<file path="src/rtl/cos_irq_ctrl.sv">
`timescale 1ns/1ps
module cos_irq_ctrl #(
  parameter int NUM_IN  = 32,
  parameter int NUM_IRQ = 16,
  parameter int DW      = 32,
  parameter int AW      = 3
) (
  input  logic              clk,
  input  logic              rst_n,
  input  logic [NUM_IN-1:0] din,
  input  logic              wr_en,
  input  logic              rd_en,
  input  logic [AW-1:0]     addr,
  input  logic [DW-1:0]     wdata,
  output logic [DW-1:0]     rdata,
  output logic              irq
);
  localparam logic [AW-1:0] A_RAW  = AW'(0);
  localparam logic [AW-1:0] A_MHI  = AW'(1);
  localparam logic [AW-1:0] A_MLO  = AW'(2);
  localparam logic [AW-1:0] A_STAT = AW'(3);
  localparam logic [AW-1:0] A_CTRL = AW'(4);
  localparam int MODE_BIT = 1;
  localparam int EN_BIT   = 2;

  logic [NUM_IN-1:0]  sync1, sync2;
  logic [NUM_IRQ-1:0] prev, mask_hi, mask_lo, status, hit;
  logic               mode_lvl, irq_en, cond_q;

  always_ff @(posedge clk or negedge rst_n)
    if (!rst_n) begin
      sync1 <= '0;
      sync2 <= '0;
      prev  <= '0;
    end else begin
      sync1 <= din;
      sync2 <= sync1;
      prev  <= sync2[NUM_IRQ-1:0];
    end

  wire [NUM_IRQ-1:0] cur  = sync2[NUM_IRQ-1:0];
  wire [NUM_IRQ-1:0] sel  = mask_hi | mask_lo;
  wire               cond = (|sel) && ((cur & mask_hi) == mask_hi) && ((~cur & mask_lo) == mask_lo);

  assign hit = mode_lvl ? ((cond && !cond_q) ? sel : '0)
                        : ((cur & ~prev & mask_hi) | (~cur & prev & mask_lo));

  wire stat_rd = rd_en && (addr == A_STAT);

  always_ff @(posedge clk or negedge rst_n)
    if (!rst_n) begin
      mask_hi  <= '0;
      mask_lo  <= '0;
      mode_lvl <= 1'b0;
      irq_en   <= 1'b0;
      cond_q   <= 1'b0;
      status   <= '0;
    end else begin
      cond_q <= cond;
      status <= (stat_rd ? '0 : status) | hit;
      if (wr_en)
        case (addr)
          A_MHI:  mask_hi <= wdata[NUM_IRQ-1:0];
          A_MLO:  mask_lo <= wdata[NUM_IRQ-1:0];
          A_CTRL: begin
            mode_lvl <= wdata[MODE_BIT];
            irq_en   <= wdata[EN_BIT];
          end
          default: ;
        endcase
    end

  always_comb begin
    rdata = '0;
    case (addr)
      A_RAW:  rdata[NUM_IN-1:0]  = sync2;
      A_MHI:  rdata[NUM_IRQ-1:0] = mask_hi;
      A_MLO:  rdata[NUM_IRQ-1:0] = mask_lo;
      A_STAT: rdata[NUM_IRQ-1:0] = status;
      A_CTRL: begin
        rdata[MODE_BIT] = mode_lvl;
        rdata[EN_BIT]   = irq_en;
      end
      default: ;
    endcase
  end

  assign irq = irq_en & (|status);

  wire unused_wdata = &{1'b0, wdata[DW-1:NUM_IRQ]};
endmodule

</file>
<file path="config.mk">
export PLATFORM = sky130hd
export DESIGN_NAME = cos_irq_ctrl
export DESIGN_NICKNAME = d
export VERILOG_FILES = /design/src/rtl/cos_irq_ctrl.sv
export SDC_FILE = /design/constraint.sdc
export NUM_CORES = 1
export LEC_CHECK = 0
export CAP_MARGIN = 15
export CORE_ASPECT_RATIO = 0.8
export CORE_MARGIN = 3
export CORE_UTILIZATION = 45
export DETAILED_ROUTE_END_ITERATION = 10
export DONT_BUFFER_PORTS = 1
export PLACE_DENSITY = 0.58
export SETUP_SLACK_MARGIN = 0.2
export SYNTH_ARGS = -nofsm -noshare
export SYNTH_HDL_FRONTEND = slang
export SYNTH_SLANG_ARGS = --single-unit
</file>
<file path="constraint.sdc">
create_clock -name clk -period 2.7 [get_ports clk]
set_clock_uncertainty 0.2 [all_clocks]
set_input_delay 0 -clock clk [delete_from_list [all_inputs] [get_ports clk]]
set_output_delay 0 -clock clk [all_outputs]
set_load 0.03 [all_outputs]
</file>
## After elaboration in Yosys (flattened, before gate mapping)

Index checks and enable logic that the tools add are counted.

| word-level totals | value |
|---|---|
| word-level logic and storage cells | 45 |
| bits in registers | 131 |

| cells by class | value |
|---|---|
| bitwise gates (word level) | 12 |
| reduce and logical (&&, ||, !) cells | 11 |
| equal/unequal tests | 6 |
| mux-type cells | 7 |

Operator list:

| cell | count |
|---|---|
| 16-bit bitwise AND | 6 |
| 16-bit 2-to-1 mux | 4 |
| 13-bit one-hot mux with 4 select lines | 1 |
| 16-bit bitwise OR | 3 |
| 16-bit == test | 2 |
| 16-bit NOT | 2 |
| 16-bit OR reduction | 2 |
| 2-bit one-hot mux with 5 select lines | 1 |
| 3-bit by 2-bit == test with 1-bit output, second input constant | 2 |
| 2-bit AND reduction | 3 |
| 1-bit logical AND | 4 |
| 1-bit one-hot mux with 4 select lines | 1 |
| 3-bit by 1-bit == test with 1-bit output, second input constant | 1 |
| 3-bit == test, second input constant | 1 |
| 3-bit zero test | 1 |
| 1-bit bitwise AND | 1 |
| 1-bit zero test | 1 |

## Depth between registers and ports, before layout

| logic depth | value |
|---|---|
| depth in word-level cells | 8 |
| mapped depth | 6 |
| mapped depth without buffers | 5 |

## Worst setup path before layout

OpenSTA, ideal clock, no wires.

| timing | value |
|---|---|
| kind | register to register |
| start | register sync2[3] |
| end | register status[11] |
| setup slack | 0.986 ns |
| cell stages (with the launch flop) | 7 |
| path buffers | 1 |
| required time | 2.424 ns |
| arrival | 1.438 ns |
| path through | dfrtp_1 a22oi_2 nand3_1 nor4_2 nand4b_2 buf_6 o21ai_1 |

| between the ends | value |
|---|---|
| word-level cells in the longest chain between the ends | 8 |

RTL lines:

| what | RTL line | source |
|---|---|---|
| start, declared | 26 | `logic [NUM_IN-1:0] sync1, sync2;` |
| start signal, assigned | 37 | `sync2 <= sync1;` |
| 16-bit bitwise AND or 16-bit NOT (tied branches) | 43 | `wire cond = (\|sel) && ((cur & mask_hi) == mask_hi) && ((~cur & mask_lo) == mask_lo);` |
| 16-bit == test or 16-bit bitwise AND (tied branches) | 43 |  |
| 1-bit logical AND or 16-bit == test (tied branches) | 43 |  |
| 1-bit logical AND (*) | 43 |  |
| 1-bit logical AND (*) | 45 | `assign hit = mode_lvl ? ((cond && !cond_q) ? sel : '0)` |
| 16-bit 2-to-1 mux (*) (2 in a row) | 45 |  |
| 16-bit bitwise OR (*) | 60 | `status <= (stat_rd ? '0 : status) \| hit;` |
| end signal, assigned | 60 |  |
| end, declared | 27 | `logic [NUM_IRQ-1:0] prev, mask_hi, mask_lo, status, hit;` |

Mark *: on every way between the ends. The rest lies on a longest branch, timed or not.
A chain may end at the register's enable or synchronous reset.

## Worst setup path after layout

| timing | value |
|---|---|
| start | input addr[2] |
| end | register mask_hi[9] |

| between the ends | value |
|---|---|
| word-level cells in the longest chain between the ends | 2 |

RTL lines:

| what | RTL line | source |
|---|---|---|
| start, declared | 13 | `input logic [AW-1:0] addr,` |
| 3-bit by 1-bit == test with 1-bit output | 62 | `case (addr)` |
| 2-bit AND reduction (no line) | - |  |
| end signal, assigned | 63 | `A_MHI: mask_hi <= wdata[NUM_IRQ-1:0];` |
| end, declared | 27 |  |

No other way between the ends.

==> run metrics <==
status finished with violations; violations in the final reports negative hold slack; final setup margin 0.306 ns; Highest Signal Layer met4; Max clock buf depth 2; asr flop ratio synth 1.00; Synth warnings 0; grt total ovfl 0; Synth area leader dfrtp_1; Yosys top cell area share 0.625; Core ar. 0.0111 mm^2; met3 WL post-DR 776 um; ratio of cells with drive above 1 in the final layout 0.188; Net Count, Synth 456; Post-Synthesis Cells 385; CTS clk-pin slew, worst paths 0.06 ns; TritonCTS clock tree done; area growth from synthesis to layout 32.1%; CP startpoint addr[2]; leading post-synthesis cells by cell area dfrtp_1 (63%), mux2_2 (7.1%), mux4_2 (5.6%); vias in the first global route 3544; Clock Latency Late Sink 0.41 ns; H-Tree Depth 4; synth cell count leaders dfrtp_1 (131), mux2_2 (33), a21oi_1 (32), nand3b_1 (32), and2_1 (30); CP peak stage delay 0.64 ns; register area share after synthesis 0.625; Pwr per Cell Area 794 mW/mm^2; height of the chip 103 um; largest net degree at the start of global routing 132; fillers 820; cts bufs inserted 17; crit path time final 2.39 ns; Port Buffers 0; Mean Syn Cell Area 13.6 um^2; Hold Path Class in2async; Leak 2.87 nW; RSZ-0062 raised after global routing no; max_cap viols 0; buffer count from post-CTS setup fixing 0; Post-synth EDFFs 0; worst path bufs/invs 4; Final Wtd Congestion 0.736; Worst-Margin Slew 0.831 ns; root buffer cell clkbuf_16; crit start category input port; cell family with most CP delay buffers and inverters; Worst EP required 2.84 ns; WL met1 5490 um; Cell variety after synth 35; VDD IR max 0.556 mV; WL/cell 18.7 um; die width 127 um; Post-CTS Resized 0; Min Hold Slack -0.923 ns; initial core utilization 0.472; Max Slew Vio Count 0; DRT Pass-1 Iters 5; GRT Total Usage 0.199; met2 WL post-DR 5700 um; worst slack, placed 0.678 ns; crit-path max FO 17; via count 3470; hold_buf cts 93; post-DP HPWL 7220 um; Tot Pwr 5.50 mW; type of the worst setup path in2reg; detailed-route wire length 12000 um; Post-Syn Area 0.00524 mm^2; most frequent cell on the critical path dlygate4sd3_1; first-pass GRT wire length 19500 um; Routed Antenna Nets 0; relative slew slack 0.443; final routed DRC violation total 0; fin crit share 0.887; sequential standard cell area 0.00328 mm^2; FP Rows 34; cells along the critical path dlygate4sd3_1, nor4bb_4, buf_4, nand2_1, dlygate4sd3_1, o21ai_0, dlygate4sd3_1; drt via density 5.39; clk sinks 131; io pins 104; worst r2r src sync2[10]; Post-synth top flop dfrtp_1; # nets final 558; most common cell in the netlist dfrtp_1; n_diodes 0; Worst Setup End Kind register; #FFs+latches synth 131; Crit-path slowest cell dlygate4sd3_1; Final Hold Viols 131; critical path data arrival time 2.53 ns; DR iter-0 viols 281; # setup viols final 0; die area 0.0130 mm^2; initial antenna violation count 0; maximum clock frequency 0.418 GHz; multi-input logic area 0.00190 mm^2; final setup TNS 0 ns
## cells in the final DEF (no fill, tap or decap), types with 2 or more instances in the layout
cell,instances
a21oi_1,32
a22oi_1,2
and2_1,30
buf_4,6
bufinv_16,2
clkbuf_16,17
clkinv_2,3
clkinv_4,2
clkinvlp_4,5
dfrtp_1,131
dlygate4sd3_1,93
inv_1,3
inv_6,3
mux2_2,33
mux2i_1,13
mux4_2,13
nand2_1,9
nand3_1,2
nand3b_1,32
nand4_1,5
nor2_1,19
nor3_1,2
nor4_1,5
nor4bb_4,2
o21ai_0,10
o21ai_1,10
or2b_2,4
## flip-flops by register name, summed over array words and instances, names as in the netlist
signal,count
sync2,32
irq_en,1
cond_q,1
sync1,32
status,16
mask_lo,16
mask_hi,16
mode_lvl,1
prev,16
## report_power, final
| group | switching, mW | internal [mW] | leakage (nW) |
|---|---|---|---|
| clock network | 0.874 | 1.36 | 0.272 |
| logic | 0.364 | 0.429 | 1.07 |
| registers | 0.255 | 2.22 | 1.53 |
| total | 1.49 | 4.01 | 2.87 |
## final timing paths
kind	slack [ns]	depth (start not counted)	to
max	0.31	7	mask_hi[9]
min	-0.92	0	sync2[28]
max reg2reg	0.65	6	status[4]
min reg2reg	0.14	0	sync2[18]
max in group asynchronous	3.05	0	mask_lo[8]
min in group clk	0.01	1	rdata[1]
## metal layers
layer	vias up	GRT usage
li1	1595	-
met2	95	0.300
met5	-	0
met4	0	0.0495
met3	6	0.0658
met1	1774	0.282
## stage by stage
| stage | utilization | hold slack [ns] | cells | area [um^2] |
|---|---|---|---|---|
| 2_1_floorplan | - | -0.496 | 385 | 5240 |
| 4_1_cts | 0.624 | -0.933 | 644 | 6930 |
| 5_1_grt | 0.624 | -0.946 | 644 | 6930 |
| 6_report | 0.624 | -0.923 | 644 | 6930 |
| 3_5_place_dp | 0.488 | -0.492 | 519 | 5410 |
| 3_3_place_gp | 0.488 | -0.492 | 519 | 5410 |
## final cells by class
| cell class | instances | area share |
|---|---|---|
| clock buffer | 17 | 0.0614 |
| clock inverter | 15 | 0.0226 |
| inverter | 3 | 0.00163 |
| multi-input combinational | 235 | 0.274 |
| sequential | 131 | 0.473 |
| tap | 144 | 0.0260 |
| timing repair buffer | 99 | 0.141 |
## logic make-up after synthesis
| group | synth area share |
|---|---|
| AO/OA/AOI/OAI | 0.0620 |
| multiplexers | 0.157 |
| AND/OR/NAND/NOR | 0.138 |
| buffers and inverters | 0.0184 |
| flip-flops | 0.625 |
(Power assumes the default switching activity.)
